**src/rtl/rxb_pkg.sv**
```systemverilog
// Package: shared entry type for the UART receive buffer.
// Assumes 8-bit characters; a break is carried by the tag bit.
package rxb_pkg;
    typedef struct packed {
        logic       brk;
        logic [7:0] val;
    } rxb_entry_t;
endpackage

```
**src/rtl/rxb_ring.sv**
```systemverilog
// Ring storage with occupancy level. Writes when full and reads when
// empty are refused here; the caller accounts for them.
// Assumes DEPTH >= 2.
module rxb_ring #(
    parameter int DEPTH = 16,
    localparam int AW    = $clog2(DEPTH),
    localparam int LVL_W = $clog2(DEPTH + 1)
) (
    input  logic                   clk,
    input  logic                   rst_n,
    input  logic                   wr_en,
    input  rxb_pkg::rxb_entry_t    wr_entry,
    input  logic                   rd_en,
    output rxb_pkg::rxb_entry_t    rd_entry,
    output logic [LVL_W-1:0]       level,
    output logic                   full,
    output logic                   empty
);
    rxb_pkg::rxb_entry_t mem [DEPTH];
    logic [AW-1:0] wr_ptr, rd_ptr;
    logic wr_acc, rd_acc;

    assign full   = (level == LVL_W'(DEPTH));
    assign empty  = (level == '0);
    assign wr_acc = wr_en && !full;
    assign rd_acc = rd_en && !empty;
    assign rd_entry = mem[rd_ptr];

    // Storage write.
    always_ff @(posedge clk) begin
        if (wr_acc) mem[wr_ptr] <= wr_entry;
    end

    // Pointer advance with wrap, and level tracking.
    always_ff @(posedge clk) begin
        if (!rst_n) begin
            wr_ptr <= '0;
            rd_ptr <= '0;
            level  <= '0;
        end else begin
            if (wr_acc) wr_ptr <= (wr_ptr == AW'(DEPTH - 1)) ? '0 : wr_ptr + 1'b1;
            if (rd_acc) rd_ptr <= (rd_ptr == AW'(DEPTH - 1)) ? '0 : rd_ptr + 1'b1;
            if (wr_acc && !rd_acc)      level <= level + 1'b1;
            else if (rd_acc && !wr_acc) level <= level - 1'b1;
        end
    end
endmodule

```
**src/rtl/rxb_sat_cnt.sv**
```systemverilog
// Saturating event counter with synchronous clear; clear beats increment.
module rxb_sat_cnt #(
    parameter int W = 8
) (
    input  logic         clk,
    input  logic         rst_n,
    input  logic         clr,
    input  logic         inc,
    output logic [W-1:0] count
);
    // Count up to all-ones and hold there.
    always_ff @(posedge clk) begin
        if (!rst_n || clr)         count <= '0;
        else if (inc && count != '1) count <= count + 1'b1;
    end
endmodule

```
**src/rtl/rxb_flow.sv**
```systemverilog
// Flow control: RTS from level with hysteresis between two marks, and a
// CTS gate for the outgoing direction. CTS is asynchronous and is
// synchronised here; starts happen only between frames.
// Assumes LO_WM <= HI_WM <= DEPTH.
module rxb_flow #(
    parameter int LVL_W = 5,
    parameter int HI_WM = 12,
    parameter int LO_WM = 4
) (
    input  logic             clk,
    input  logic             rst_n,
    input  logic [LVL_W-1:0] level,
    output logic             rts_allow,
    input  logic             cts_in,
    input  logic             tx_in_valid,
    input  logic             tx_busy,
    output logic             tx_start
);
    logic cts_s1, cts_s2;

    // RTS hysteresis: stop at the high mark, resume below the low mark.
    always_ff @(posedge clk) begin
        if (!rst_n)                          rts_allow <= 1'b1;
        else if (level >= LVL_W'(HI_WM))     rts_allow <= 1'b0;
        else if (level <  LVL_W'(LO_WM))     rts_allow <= 1'b1;
    end

    // Two-stage CTS synchroniser, inactive out of reset.
    always_ff @(posedge clk) begin
        if (!rst_n) begin
            cts_s1 <= 1'b0;
            cts_s2 <= 1'b0;
        end else begin
            cts_s1 <= cts_in;
            cts_s2 <= cts_s1;
        end
    end

    // A frame may start only when idle and cleared to send.
    always_comb tx_start = tx_in_valid && !tx_busy && cts_s2;
endmodule

```
**src/rtl/uart_rxbuf_bridge.sv**
```systemverilog
// UART receive buffer for a burst-served upstream consumer. Characters
// and break markers share one bounded ring; overflow drops the arrival
// with an event pulse, and overruns/underruns are counted.
// Assumes rx strobes are single-cycle and already in the clk domain.
module uart_rxbuf_bridge #(
    parameter int DEPTH = 16,
    parameter int HI_WM = 12,
    parameter int LO_WM = 4,
    parameter int CNT_W = 8,
    localparam int LVL_W = $clog2(DEPTH + 1)
) (
    input  logic             clk,
    input  logic             rst_n,
    input  logic             rx_valid,
    input  logic [7:0]       rx_data,
    input  logic             rx_break,
    output logic             up_valid,
    output logic [7:0]       up_data,
    output logic             up_is_break,
    input  logic             up_pop,
    output logic [LVL_W-1:0] level,
    output logic             rts_allow,
    output logic             drop_evt,
    output logic [CNT_W-1:0] ovr_count,
    output logic [CNT_W-1:0] udr_count,
    input  logic             cnt_clr,
    input  logic             cts_in,
    input  logic             tx_in_valid,
    input  logic [7:0]       tx_in_data,
    output logic             tx_in_ready,
    input  logic             tx_busy,
    output logic             tx_start,
    output logic [7:0]       tx_out_data
);
    localparam int N_EV = 2;

    rxb_pkg::rxb_entry_t in_entry, head;
    logic push, full, empty;
    logic [N_EV-1:0] ev;
    logic [CNT_W-1:0] cnt [N_EV];

    // Build the incoming entry; a break wins over a simultaneous character.
    always_comb begin
        push = rx_valid || rx_break;
        in_entry.brk = rx_break;
        in_entry.val = rx_break ? 8'h00 : rx_data;
    end

    rxb_ring #(.DEPTH(DEPTH)) i_ring (
        .clk(clk), .rst_n(rst_n),
        .wr_en(push), .wr_entry(in_entry),
        .rd_en(up_pop), .rd_entry(head),
        .level(level), .full(full), .empty(empty)
    );

    assign up_valid    = !empty;
    assign up_data     = head.val;
    assign up_is_break = head.brk;

    // Event 0 is an overrun (arrival while full), event 1 an underrun.
    assign ev[0] = push && full;
    assign ev[1] = up_pop && empty;

    // Drop pulse, registered from the overrun event.
    always_ff @(posedge clk) begin
        if (!rst_n) drop_evt <= 1'b0;
        else        drop_evt <= ev[0];
    end

    for (genvar g = 0; g < N_EV; g++) begin : g_cnt
        rxb_sat_cnt #(.W(CNT_W)) i_cnt (
            .clk(clk), .rst_n(rst_n), .clr(cnt_clr),
            .inc(ev[g]), .count(cnt[g])
        );
    end

    assign ovr_count = cnt[0];
    assign udr_count = cnt[1];

    rxb_flow #(.LVL_W(LVL_W), .HI_WM(HI_WM), .LO_WM(LO_WM)) i_flow (
        .clk(clk), .rst_n(rst_n), .level(level), .rts_allow(rts_allow),
        .cts_in(cts_in), .tx_in_valid(tx_in_valid), .tx_busy(tx_busy),
        .tx_start(tx_start)
    );

    assign tx_in_ready = tx_start;
    assign tx_out_data = tx_in_data;
endmodule

```
**config.mk**
```make
export PLATFORM = sky130hd
export DESIGN_NAME = uart_rxbuf_bridge
export DESIGN_NICKNAME = d
export VERILOG_FILES = /design/src/rtl/rxb_pkg.sv /design/src/rtl/rxb_ring.sv /design/src/rtl/rxb_sat_cnt.sv /design/src/rtl/rxb_flow.sv /design/src/rtl/uart_rxbuf_bridge.sv
export SDC_FILE = /design/constraint.sdc
export NUM_CORES = 1
export LEC_CHECK = 0
export BUFFER_PORTS_ARGS = -buffer_cell sky130_fd_sc_hd__buf_2
export CAP_MARGIN = 40
export CORE_AREA = 4 4 116 118
export CTS_BUF_LIST = sky130_fd_sc_hd__clkbuf_8
export DETAILED_ROUTE_END_ITERATION = 16
export DIE_AREA = 0 0 120 122
export PLACE_DENSITY_LB_ADDON = 0.25
export SETUP_SLACK_MARGIN = 0.05
export SYNTH_ARGS = -nofsm -noshare
export SYNTH_HDL_FRONTEND = slang
export SYNTH_SLANG_ARGS = --single-unit
```
**constraint.sdc**
```tcl
create_clock -name clk -period 4.06 [get_ports clk]
set_input_delay 0.203 -clock clk [delete_from_list [all_inputs] [get_ports clk]]
set_output_delay 0.203 -clock clk [all_outputs]
set_load 0.1 [all_outputs]
```
==> flow_summary.toml <==
[synth]
synth_ff_type = "edfxtp_1"
muxShareOfSynthArea = 0.119
avgSynthCellArea_um2 = 16.2
synth_cell_types = 47
synth_edf_count = 144
synth_simple_gate_area_frac = 0.0805
synth_fa_ha_area_frac = 0.0214
synth_area_mm2 = 0.00738
ys_seq_elements = 181
netlist_instances = 456
synth_nets = 493
synth_compound_area_frac = 0.0595
synth_top_family_by_area = "multiplexers"
ys_async_sr_fraction = 0
ys_seq_area_frac = 0.686
synth_xor_area_frac = 0.00830
ys_warn_count = 0

[placement]
post-place-ws_ps = 1220
dp_hpwl_mm = 9.63
portBuffers = 51
gp_congestion = 0.860
place_area_mm2 = 0.00785

[worst_setup_path]
cp.arrival_ps = 2790
path_delay_family = "flip-flops"
critPathMaxStageDelay_ps = 840
cp-start-kind = "flip-flop"
path_buf_inv = 2
cp-end-kind = "primary output"
cp_max_fo = 20
crit_chain = "buf_12 > mux4_2 > a22oi_1 > nand2_1 > buf_2"
crit_type = "reg -> out"
critPathSlowestCell = "dfxtp_2"
cp.required_ps = 3860

[die]
core-area_mm2 = 0.0125
die-width_um = 120
rows = 41
initial_core_util = 0.592
die_y_um = 122
io_pins = 68
dieArea_mm2 = 0.0146

[layout]
drive_gt1_frac = 0.275
final_cell_mix = "edfxtp_1, buf_2, mux4_2, dfxtp_1, nand2_1"
layout_commonest_cell = "edfxtp_1"
antenna_cells = 0
syn2layout_area_growth_pct = 11.8
utilization = 0.662
post-route-cell-area_mm2 = 0.00826
fin_nets = 554

[clock_network]
cts.sink_count = 181
clock_path_buffers = 2
cts_tree = "done"
cts_inserted_buffers = 17
post-cts-setup-buffers = 0
htree_num_levels = 4
clk_latency_ps = 450
path_clk_slew_ps = 80
cts-root-buf = "clkbuf_8"

[grt]
antenna_found_initial = 0
grt_overflow_total = 0
grt_max_degree = 37
grt_pass1_vias = 4165
grtUsageTotal = 0.202
grt_pass1_wl_mm = 22.2

[power]
powerDensity_mw_per_mm2 = 576
irDropWorstVdd_mv = 0.613
power.leakage_nw = 2.88

[sta]
max_clock_freq_mhz = 334
worst_pin_slew_ps = 888
worst_clock_skew_ps = 9.59
period_share = 0.738
period_needed_ps = 3000
fin_ws_ps = 1060
slew_headroom = 0.406
grt_setup_unrepaired = "false"
fin_tns_setup_ps = 0
setup_viol = 0
drv_slew = 0
hold_viol = 0

[route]
routedWlPerCell_um = 19.7
vias = 4090
vias_per_cell = 5.83
dr.pass1.iters = 4
ant_nets = 0
wl_mm = 13.8
drt_iter0_markers = 348
drc = 0

[outcome]
outcome = "finished, final reports clean"

[run]
drv_cap = 0

[hold_path]
hold_path_class = "in -> reg"
worst reg2reg max path, stage by stage (launching register included):
cell     delay [ps]
dfxtp_1         400
or4_1           630
o21ai_2         290
ha_1            220
inv_1           110
ha_1            290
a21o_1          110
a21oi_1          70
or4b_2          610
nand3_1          80
synthesized netlist by cell type (4+ instances only):
cell type,n,share of area
a22oi_1,18,0.018
nor2b_1,15,0.013
dfxtp_1,37,0.10
mux2i_1,7,0.0095
ha_1,11,0.019
o21ai_0,9,0.0061
and3_1,4,0.0034
buf_4,9,0.0092
or4_1,4,0.0041
or3_1,7,0.0059
a21oi_1,14,0.0095
nand2_1,27,0.014
edfxtp_1,144,0.59
and2_1,9,0.0076
nand3_1,10,0.0068
inv_1,7,0.0036
buf_2,4,0.0027
xnor2_1,4,0.0047
mux4_2,36,0.11
nor2_1,24,0.012
clkbuf_1,13,0.0066
nand4_1,4,0.0034
nor3_1,4,0.0027
power breakdown:
group | total [W] | internal [W] | switching, W
combinational | 0.00137 | 0.000422 | 0.000949
sequential | 0.00221 | 0.00211 | 0.000107
clock | 0.00117 | 0.000589 | 0.000583
per-layer routing:
| metal | global-route usage | routed length (um) |
|---|---|---|
| met2 | 0.337 | 7110 |
| met4 | 0.0752 | 275 |
| met3 | 0.0413 | 488 |
| met5 | 0 | 0 |
| met1 | 0.265 | 5940 |
final cells by class:
type                       count  area, um^2
sequential                   181        5070
fill                         876        4210
multi-input combinational    238        2140
timing repair buffer          72         428
clock buffer                  17         234
tap                          172         215
clock inverter                15         145
inverter                       7        26.3
cells by family after synthesis:
kind of cell / after synthesis
DFF: 181
and+or+nand+nor: 114
AOI/OAI and AO/OA: 62
muxes: 43
buffers and inverters: 37
adders and majority gates: 12
xor gates and xnor gates: 7
registers in the layout, summed over array words and instances, names as in the netlist, named ones only:
name / flops
i_flow.cts_s1: 1
i_ring.wr_ptr: 4
drop_evt: 1
i_ring.mem: 144
i_ring.level: 5
i_flow.rts_allow: 1
i_flow.cts_s2: 1
g_cnt.i_cnt.count: 16
i_ring.rd_ptr: 4
stage by stage:
step,hold slack [ps],power [W],instances
floorplan,302,0.00339,456
global placement,407,0.00359,653
detailed placement,407,0.00364,666
CTS,107,0.00479,699
global route,118,0.00496,702
finish,121,0.00476,702
final timing paths:
path,start,end,slack [ps],cells after the start
max reg2reg,i_ring.level[0],i_ring.level[3],1200,9
min,rst_n,i_flow.rts_allow,120,2
min reg2reg,i_flow.cts_s1,i_flow.cts_s2,440,1
max,flip-flop,up_data[7],1060,5
what timing repair did:
item / CTS / global route
setup endpoints to repair: 0 / 0
hold endpoints to repair: 1 / 0
hold buffers: 1 / 0
resized for setup: 0 / 0
Note: power is estimated with default switching activity, not from simulation.
